### src/rtl/fdiff_pkg.sv
package fdiff_pkg;

    localparam int unsigned FD_DEF_WIDTH = 36;
    localparam int unsigned FD_DEF_ORDER = 3;

    typedef enum logic [1:0] {
        FD_HOLD = 2'd0,
        FD_LOAD = 2'd1,
        FD_STEP = 2'd2
    } fd_op_e;

    function automatic fd_op_e fd_decode(input logic load, input logic step);
        if (load)
            return FD_LOAD;
        else if (step)
            return FD_STEP;
        else
            return FD_HOLD;
    endfunction

endpackage

### src/rtl/fdiff_ctrl.sv
module fdiff_ctrl
    import fdiff_pkg::*;
(
    input  logic   load,
    input  logic   step,
    output fd_op_e op
);
    always_comb begin
        op = fd_decode(load, step);
    end
endmodule

### src/rtl/fdiff_term.sv
module fdiff_term
    import fdiff_pkg::*;
#(
    parameter int unsigned W      = FD_DEF_WIDTH,
    parameter bit          IS_TOP = 1'b0
) (
    input  logic         clk,
    input  logic         rst,
    input  fd_op_e       op,
    input  logic [W-1:0] init_val,
    input  logic [W-1:0] higher,
    output logic [W-1:0] q
);
    logic [W-1:0] addend;
    logic [W-1:0] nxt;

    generate
        if (IS_TOP) begin : g_top
            always_comb addend = '0;
        end else begin : g_mid
            always_comb addend = higher;
        end
    endgenerate

    always_comb begin
        unique case (op)
            FD_LOAD: nxt = init_val;
            FD_STEP: nxt = q + addend;
            default: nxt = q;
        endcase
    end

    always_ff @(posedge clk) begin
        if (rst)
            q <= '0;
        else
            q <= nxt;
    end
endmodule

### src/rtl/fdiff_out.sv
module fdiff_out
    import fdiff_pkg::*;
#(
    parameter int unsigned W = FD_DEF_WIDTH
) (
    input  logic         clk,
    input  logic         rst,
    input  fd_op_e       op,
    input  logic [W-1:0] cur_val,
    output logic [W-1:0] val_o,
    output logic         valid_o
);
    always_ff @(posedge clk) begin
        if (rst) begin
            val_o   <= '0;
            valid_o <= 1'b0;
        end else begin
            valid_o <= (op == FD_STEP);
            if (op == FD_STEP)
                val_o <= cur_val;
        end
    end
endmodule

### src/rtl/fdiff_eval.sv
module fdiff_eval
    import fdiff_pkg::*;
#(
    parameter int unsigned W     = FD_DEF_WIDTH,
    parameter int unsigned ORDER = FD_DEF_ORDER
) (
    input  logic                   clk,
    input  logic                   rst,
    input  logic                   load,
    input  logic                   step,
    input  logic [ORDER:0][W-1:0]  init_terms,
    output logic [W-1:0]           val_o,
    output logic                   valid_o
);
    localparam int unsigned NTERMS = ORDER + 1;

    fd_op_e       op;
    logic [W-1:0] term_q [NTERMS];

    fdiff_ctrl u_ctrl (
        .load (load),
        .step (step),
        .op   (op)
    );

    for (genvar k = 0; k < NTERMS; k++) begin : g_term
        if (k == ORDER) begin : g_hi
            fdiff_term #(.W(W), .IS_TOP(1'b1)) u_term (
                .clk      (clk),
                .rst      (rst),
                .op       (op),
                .init_val (init_terms[k]),
                .higher   (term_q[k]),
                .q        (term_q[k])
            );
        end else begin : g_lo
            fdiff_term #(.W(W), .IS_TOP(1'b0)) u_term (
                .clk      (clk),
                .rst      (rst),
                .op       (op),
                .init_val (init_terms[k]),
                .higher   (term_q[k+1]),
                .q        (term_q[k])
            );
        end
    end

    fdiff_out #(.W(W)) u_out (
        .clk     (clk),
        .rst     (rst),
        .op      (op),
        .cur_val (term_q[0]),
        .val_o   (val_o),
        .valid_o (valid_o)
    );
endmodule

### config.mk
export PLATFORM = sky130hd
export DESIGN_NAME = fdiff_eval
export DESIGN_NICKNAME = d
export VERILOG_FILES = /design/src/rtl/fdiff_pkg.sv /design/src/rtl/fdiff_ctrl.sv /design/src/rtl/fdiff_term.sv /design/src/rtl/fdiff_out.sv /design/src/rtl/fdiff_eval.sv
export SDC_FILE = /design/constraint.sdc
export NUM_CORES = 1
export LEC_CHECK = 0
export BUFFER_PORTS_ARGS = -buffer_cell sky130_fd_sc_hd__buf_2
export CAP_MARGIN = 10
export CORE_AREA = 5 5 160 162
export DETAILED_ROUTE_END_ITERATION = 8
export DIE_AREA = 0 0 165 167
export PLACE_DENSITY = 0.93
export SYNTH_ARGS = -nofsm -noshare
export SYNTH_HDL_FRONTEND = slang
export SYNTH_HIERARCHICAL = 1
export SYNTH_SLANG_ARGS = --single-unit
### constraint.sdc
create_clock -name clk -period 6.1 [get_ports clk]
set_input_delay 1.22 -clock clk [delete_from_list [all_inputs] [get_ports clk]]
set_output_delay 1.22 -clock clk [all_outputs]
set_load 0.05 [all_outputs]
==> results of run 1 <==
==> state kept, by name, indices dropped and copies added (netlist names) <==
signal,flops
g_term.g_hi.u_term/q,36
u_out/val_o,36
u_out/valid_o,1
g_term.g_lo.u_term/q,108
==> worst max path at each step <==
stage	from	endpoint	slack [ns]
after global placement	load	g_term[1].g_lo.u_term/q[11]	1.72
final	load	g_term[1].g_lo.u_term/q[30]	2.06
after floorplan	step	g_term[1].g_lo.u_term/q[31]	2.99
after global routing	load	g_term[1].g_lo.u_term/q[4]	1.76
after CTS	load	g_term[1].g_lo.u_term/q[30]	2.12
after detailed placement	load	g_term[1].g_lo.u_term/q[30]	1.61
==> cell type report <==
class,instances,area (µm²),area share
Clock inverter,14,153,0.00973
Timing Repair Buffer,195,1010,0.0644
Inverter,72,270,0.0172
Tap cell,324,405,0.0258
Multi-Input combinational cell,1388,9790,0.624
Clock buffer,18,429,0.0274
Sequential cell,181,3620,0.231
==> kinds of logic (layout without fill, tap and decap cells) <==
logic type      Yosys count  count (layout)
compound gates          632             632
xor+xnor                 61              61
fa+ha+maj               111             111
buf+inv                 179             299
flops                   181             181
mux                      27              27
simple gates            557             557
==> layout by cell type, fill, tap and decap left out, drive strengths merged, types with 5 or more instances in the layout <==
cell type and count:
o21a 20, buf 195, o2111ai 5, and2 11, xnor2 35, and3 19
or3 13, nor2 142, a311oi 14, o31ai 13, mux2i 23, nand2b 81
a211o 10, nand3 28, a21oi 183, clkinv 8, o211ai 14, a31oi 24
nand2 99, a21boi 6, nor3 30, nand4bb 72, dfxtp 181, nor2b 30
o211a 9, nor3b 6, o21ai 138, a211oi 54, inv 78, a41o 5
o21bai 19, a21o 52, o311ai 5, xor2 26, a221oi 23, nand4 7
a221o 5, ha 108, clkbuf 18
==> tightest hold or removal path, stage by stage (launching register included) <==
cell	delay (ns)
dfxtp_1	0.31
nand2b_1	0.06
o21ai_1	0.05
==> power groups by stage <==
stage	registers (µW)	clock network (µW)	logic (µW)
4_1_cts	1360	1120	981
5_1_grt	1370	1180	1100
3_3_place_gp	1390	0	940
3_5_place_dp	1390	0	970
2_1_floorplan	1370	0	750
6_report	1370	1110	999
==> per-stage QoR <==
| stage | instance area [µm²] | util | std cells |
|---|---|---|---|
| 3_5_place_dp | 15100 | 0.630 | 2160 |
| 3_3_place_gp | 15100 | 0.630 | 2160 |
| 4_1_cts | 15700 | 0.654 | 2192 |
| 2_1_floorplan | 14200 | - | 1748 |
| 5_1_grt | 15700 | 0.654 | 2192 |
| 6_report | 15700 | 0.654 | 2192 |
==> layer usage <==
layer / track usage / up-vias
met1: 0.345 / 6610
li1: - / 6749
met5: 0 / -
met4: 0.129 / 0
met3: 0.0418 / 139
met2: 0.492 / 561
==> metrics.cfg, run 1 <==
[sta]
whs_ns=0.463
hold_viol=0
max_clock_freq_mhz=247
rsz0062_at_grt=false
worst_pin_slew_ns=1.01
fin_skew_ns=0.0133
max-slew-margin-rel=0.327
slew_viol_final=0
setup_viol=0
finalCritPeriodShare=0.662
tns_ns=0
layout_setup_ws_ns=2.06
finalCriticalPeriod_ns=4.04

[logic_synthesis]
synth_compound_area_frac=0.305
synth_seq_cells=181
synth-main-ff-cell=dfxtp_1
synth_top_area_share=0.255
synthCells=1748
yosysMostFrequentCell=dfxtp_1
yosys.area_share.simple=0.228
synth_fa_ha_area_frac=0.0995
synthesis.nets=2007
synth_common_cells=181 x dfxtp_1, 179 x a21oi_1, 142 x nor2_1
yosysTopAreaCell=dfxtp_1
synth_seq_area_share=0.255
async_reset_ff_frac=0
synth_enable_flop_cells=0
synth_top_family_by_area=compound AO/OA/AOI/OAI gates
yosys-top-cells-area=dfxtp_1 26%, ha_1 9.5%, a21oi_1 6.3%, nand4bb_1 5.7%, nor2_1 3.8%
synth_mux_area_frac=0.0194
synth_xor_area_frac=0.0377
ys_types=85
yosysWarnings=6
syn_area_um2=14200
avgSynthCellArea_um2=8.12

[cts]
cts_buffers=17
cts_tree=yes
path_clk_slew_ns=0.08
h-tree-depth=4
cts.sinks=181
cts_buffer_depth=2
post_cts_resized=0
cts_hold_buf=0
cts_setup_buffers=0
clk_latency_ns=0.44
cts-root-buf=clkbuf_16

[grt]
antenna_found_initial=0
grt_max_degree=115
grtUsageTotal=0.284
grt_pass1_wl_um=65600
grt_pass1_vias=13700
grt_remaining_overflow=0

[die]
die-width_um=165
io_pins=185
start_util=0.592
core_area_um2=24000
num_rows=57
die_area_um2=27600
die_height_um=167

[worst_setup_path]
crit_buf_inv=4
crit_cells=7
startpoint_type=input port
worstPathArrival_ns=4.39
crit_family=buffers and inverters
rr_endpoint=g_term[2].g_lo.u_term/q[24]
crit_type=input port to flop
rr_worst_depth=12
slowest_stage=clkinv_1
required_ns=6.45
cp_max_fo=77
path_cells=buf_2 -> buf_4 -> inv_1 -> ha_2 -> clkinv_1 -> or3_1 -> a311oi_1
reg2reg_from=g_term[2].g_lo.u_term/q[0]
endpoint_kind=flop
cp_slowest_stage_delay_ns=0.94
r2r_slack_ns=2.45

[route]
wl_met2_um=20300
remaining_drc_errors=0
antenna_left=0
wl_um=40700
wl_met1_um=16300
drtPass1Iterations=5
top_layer_used=met4
route.vias.total=14100
routed_via_density=6.41
first_iter_violations=998
wl_met3_um=2300
routedWlPerCell_um=18.6

[pwr]
p_total_uw=3480
sw_frac_of_total=0.360
p_clk_frac=0.320
power_density_nw_per_um2=222
p_int_uw=2230
vdd_drop_max_v=0.000165
seqPwrFrac=0.393
p_comb_frac=0.287
power.switching_uw=1250
leakagePower_uw=0.00681

[placement]
dpl.hpwl_um=29900
port-buffer-count=184
pre_cts_slack_ns=1.61
place_congestion=0.913

[finish]
drive_gt1_frac=0.163
fill_cells=2008
layout.nets=2114
syn2layout_area_growth_pct=10.5
diodes=0

[min_path]
whs_endpoint=u_out/val_o[24]
min_path_type=flop to flop
hold_start=u_out/val_o[24]
worstHoldPathCells=2

[status]
status=finished clean

[run]
cap_violations=0

(Power assumes the default switching activity.)
==> run 2, diff against run 1 <==
clock period = 4.23 ns   (was 6.1 ns; I/O delays follow)
==> run 2 against run 1 <==
  * Wire length rose by 0.55%
  * Critical path type is now flop to flop
  * Non-clock buffer count grew 3
  * Total power is 44% higher
==> metrics.cfg, run 2 (synthesized netlist as in run 1, its figures left out) <==
[cts]
clk_latency_ns=0.44  ; about the same
cts_hold_buf=0  ; unchanged
post_cts_resized=0  ; unchanged
cts_setup_buffers=0  ; unchanged
path_clk_slew_ns=0.08  ; about the same
h-tree-depth=4  ; unchanged
cts_buffers=17  ; unchanged
cts-root-buf=clkbuf_16
cts_buffer_depth=2  ; unchanged
cts_tree=yes
cts.sinks=181  ; unchanged

[worst_setup_path]
path_cells=ha_1 -> inv_1 -> fa_1 -> and2b_1 -> o31a_1 -> o21ai_0 -> a21oi_1 -> nor3_1 -> o31ai_1 -> a21oi_1 -> or3_1 -> a311oi_1
slowest_stage=o31ai_1
cp_max_fo=5  ; -94%
cp_slowest_stage_delay_ns=0.53  ; -0.41 ns
endpoint_kind=flop
cp_common_cell=a21oi_1
startpoint_type=flop
crit_type=flop to flop
worstPathArrival_ns=3.94  ; -0.45 ns
required_ns=4.58  ; -1.87 ns

[sta]
max_clock_freq_mhz=279
max-slew-margin-rel=0.364  ; +0.0366
worst_pin_slew_ns=0.948  ; -0.0597 ns
finalCriticalPeriod_ns=3.59
hold_viol=0  ; unchanged
slew_viol_final=0  ; unchanged
fin_skew_ns=0.0118  ; -0.00146 ns
tns_ns=0  ; unchanged
finalCritPeriodShare=0.848
setup_viol=0  ; unchanged
rsz0062_at_grt=false

[finish]
final_common_cell=buf_2
diodes=0  ; unchanged
top_register=g_term.g_lo.u_term/q
fin_area_um2=15700  ; +0.22%
multi_input_area_um2=9790  ; unchanged
final_core_util=0.656  ; +0.00146
fill_cells=1987  ; -1.0%
syn2layout_area_growth_pct=10.8
drive_gt1_frac=0.165  ; +0.00143
layout.nets=2117  ; +0.14%
register_area_um2=3620  ; unchanged
largest_reg_flops=108  ; unchanged
layout_common_cells=183 x buf_2, 181 x dfxtp_1, 179 x a21oi_1, 142 x nor2_1, 106 x ha_1
stdcell_count=2194  ; +0.091%
largest_registers=g_term.g_lo.u_term/q (108), g_term.g_hi.u_term/q (36), u_out/val_o (36)

[grt]
grt_pass1_wl_um=66200  ; +0.93%
grtUsageTotal=0.288  ; +0.00368
antenna_found_initial=0  ; unchanged
grt_remaining_overflow=0  ; unchanged
grt_max_degree=140  ; +22%
grt_pass1_vias=13900  ; +1.6%

[route]
antenna_left=0  ; unchanged
route.vias.total=14200  ; +1.1%
remaining_drc_errors=0  ; unchanged
routedWlPerCell_um=18.7  ; +0.46%
drtPass1Iterations=7  ; +2
wl_um=40900  ; +0.55%
routed_via_density=6.48  ; +1.1%
first_iter_violations=1239  ; +24%

[die]
die_height_um=167  ; unchanged
die-width_um=165  ; unchanged
core_area_um2=24000  ; unchanged
die_area_um2=27600  ; unchanged
io_pins=185  ; unchanged
num_rows=57  ; unchanged
start_util=0.592  ; unchanged

[placement]
dpl.hpwl_um=29900  ; +0.19%
placed_area_um2=15100  ; +0.23%
place_congestion=0.979  ; +7.2%
port-buffer-count=184  ; unchanged
dp.cells=2163  ; +0.14%

[pwr]
leakagePower_uw=0.00682  ; +0.23%
vdd_drop_max_v=0.000242  ; +47%
power_density_nw_per_um2=318  ; +44%

[min_path]
min_path_type=flop to flop

[run]
cap_violations=0  ; unchanged

[status]
status=finished clean

## run 2: critical path: cells and delay by family (launching register included)
kind                     cells  cell delay [ns]
AND/OR/NAND/NOR              3             0.78
buffers and inverters        1             0.07
adder cells (fa/ha/maj)      2             0.59
AO/OA/AOI/OAI                6             1.67
flip-flops                   1             0.40
## run 2: path summary, 6_finish.rpt
path	from	end	slack [ns]	depth (start not counted)
setup / recovery	g_term[1].g_lo.u_term/q[0]	g_term[1].g_lo.u_term/q[30]	0.64	12
hold / removal	u_out/val_o[9]	u_out/val_o[9]	0.47	2
setup reg to reg	g_term[1].g_lo.u_term/q[0]	g_term[1].g_lo.u_term/q[30]	0.64	12
hold reg to reg	u_out/val_o[9]	u_out/val_o[9]	0.47	2
## run 2: cell type report
class | count | share of cell area
inverter | 72 | 0.0172
multi-input combinational | 1388 | 0.623
timing repair buffer | 198 | 0.0665
clock buffer | 17 | 0.0271
tap | 324 | 0.0258
clock inverter | 14 | 0.00995
sequential | 181 | 0.231
## run 2: routing by layer
layer  up-vias  share of wire  track usage  routed length [µm]
met5         -              0            0                   0
met4         0          0.053        0.137                2170
met3       172          0.054       0.0413                2200
met2       594           0.50        0.506               20400
met1      6706           0.39        0.341               16100
li1       6748              -            -                   -
## run 2: power breakdown
group / internal, µW / switching (µW)
sequential: 1830 / 138
combinational: 586 / 862
clock: 793 / 795
total: 3210 / 1800
## run 2: through the flow
step	power, µW	setup slack [ns]	hold WS (ns)
after detailed placement	3410	0.731	0.453
after floorplan	3050	1.39	0.447
final	5000	0.645	0.466
after global placement	3360	0.870	0.453
after global routing	5250	0.335	0.485
after CTS	4990	0.731	0.468
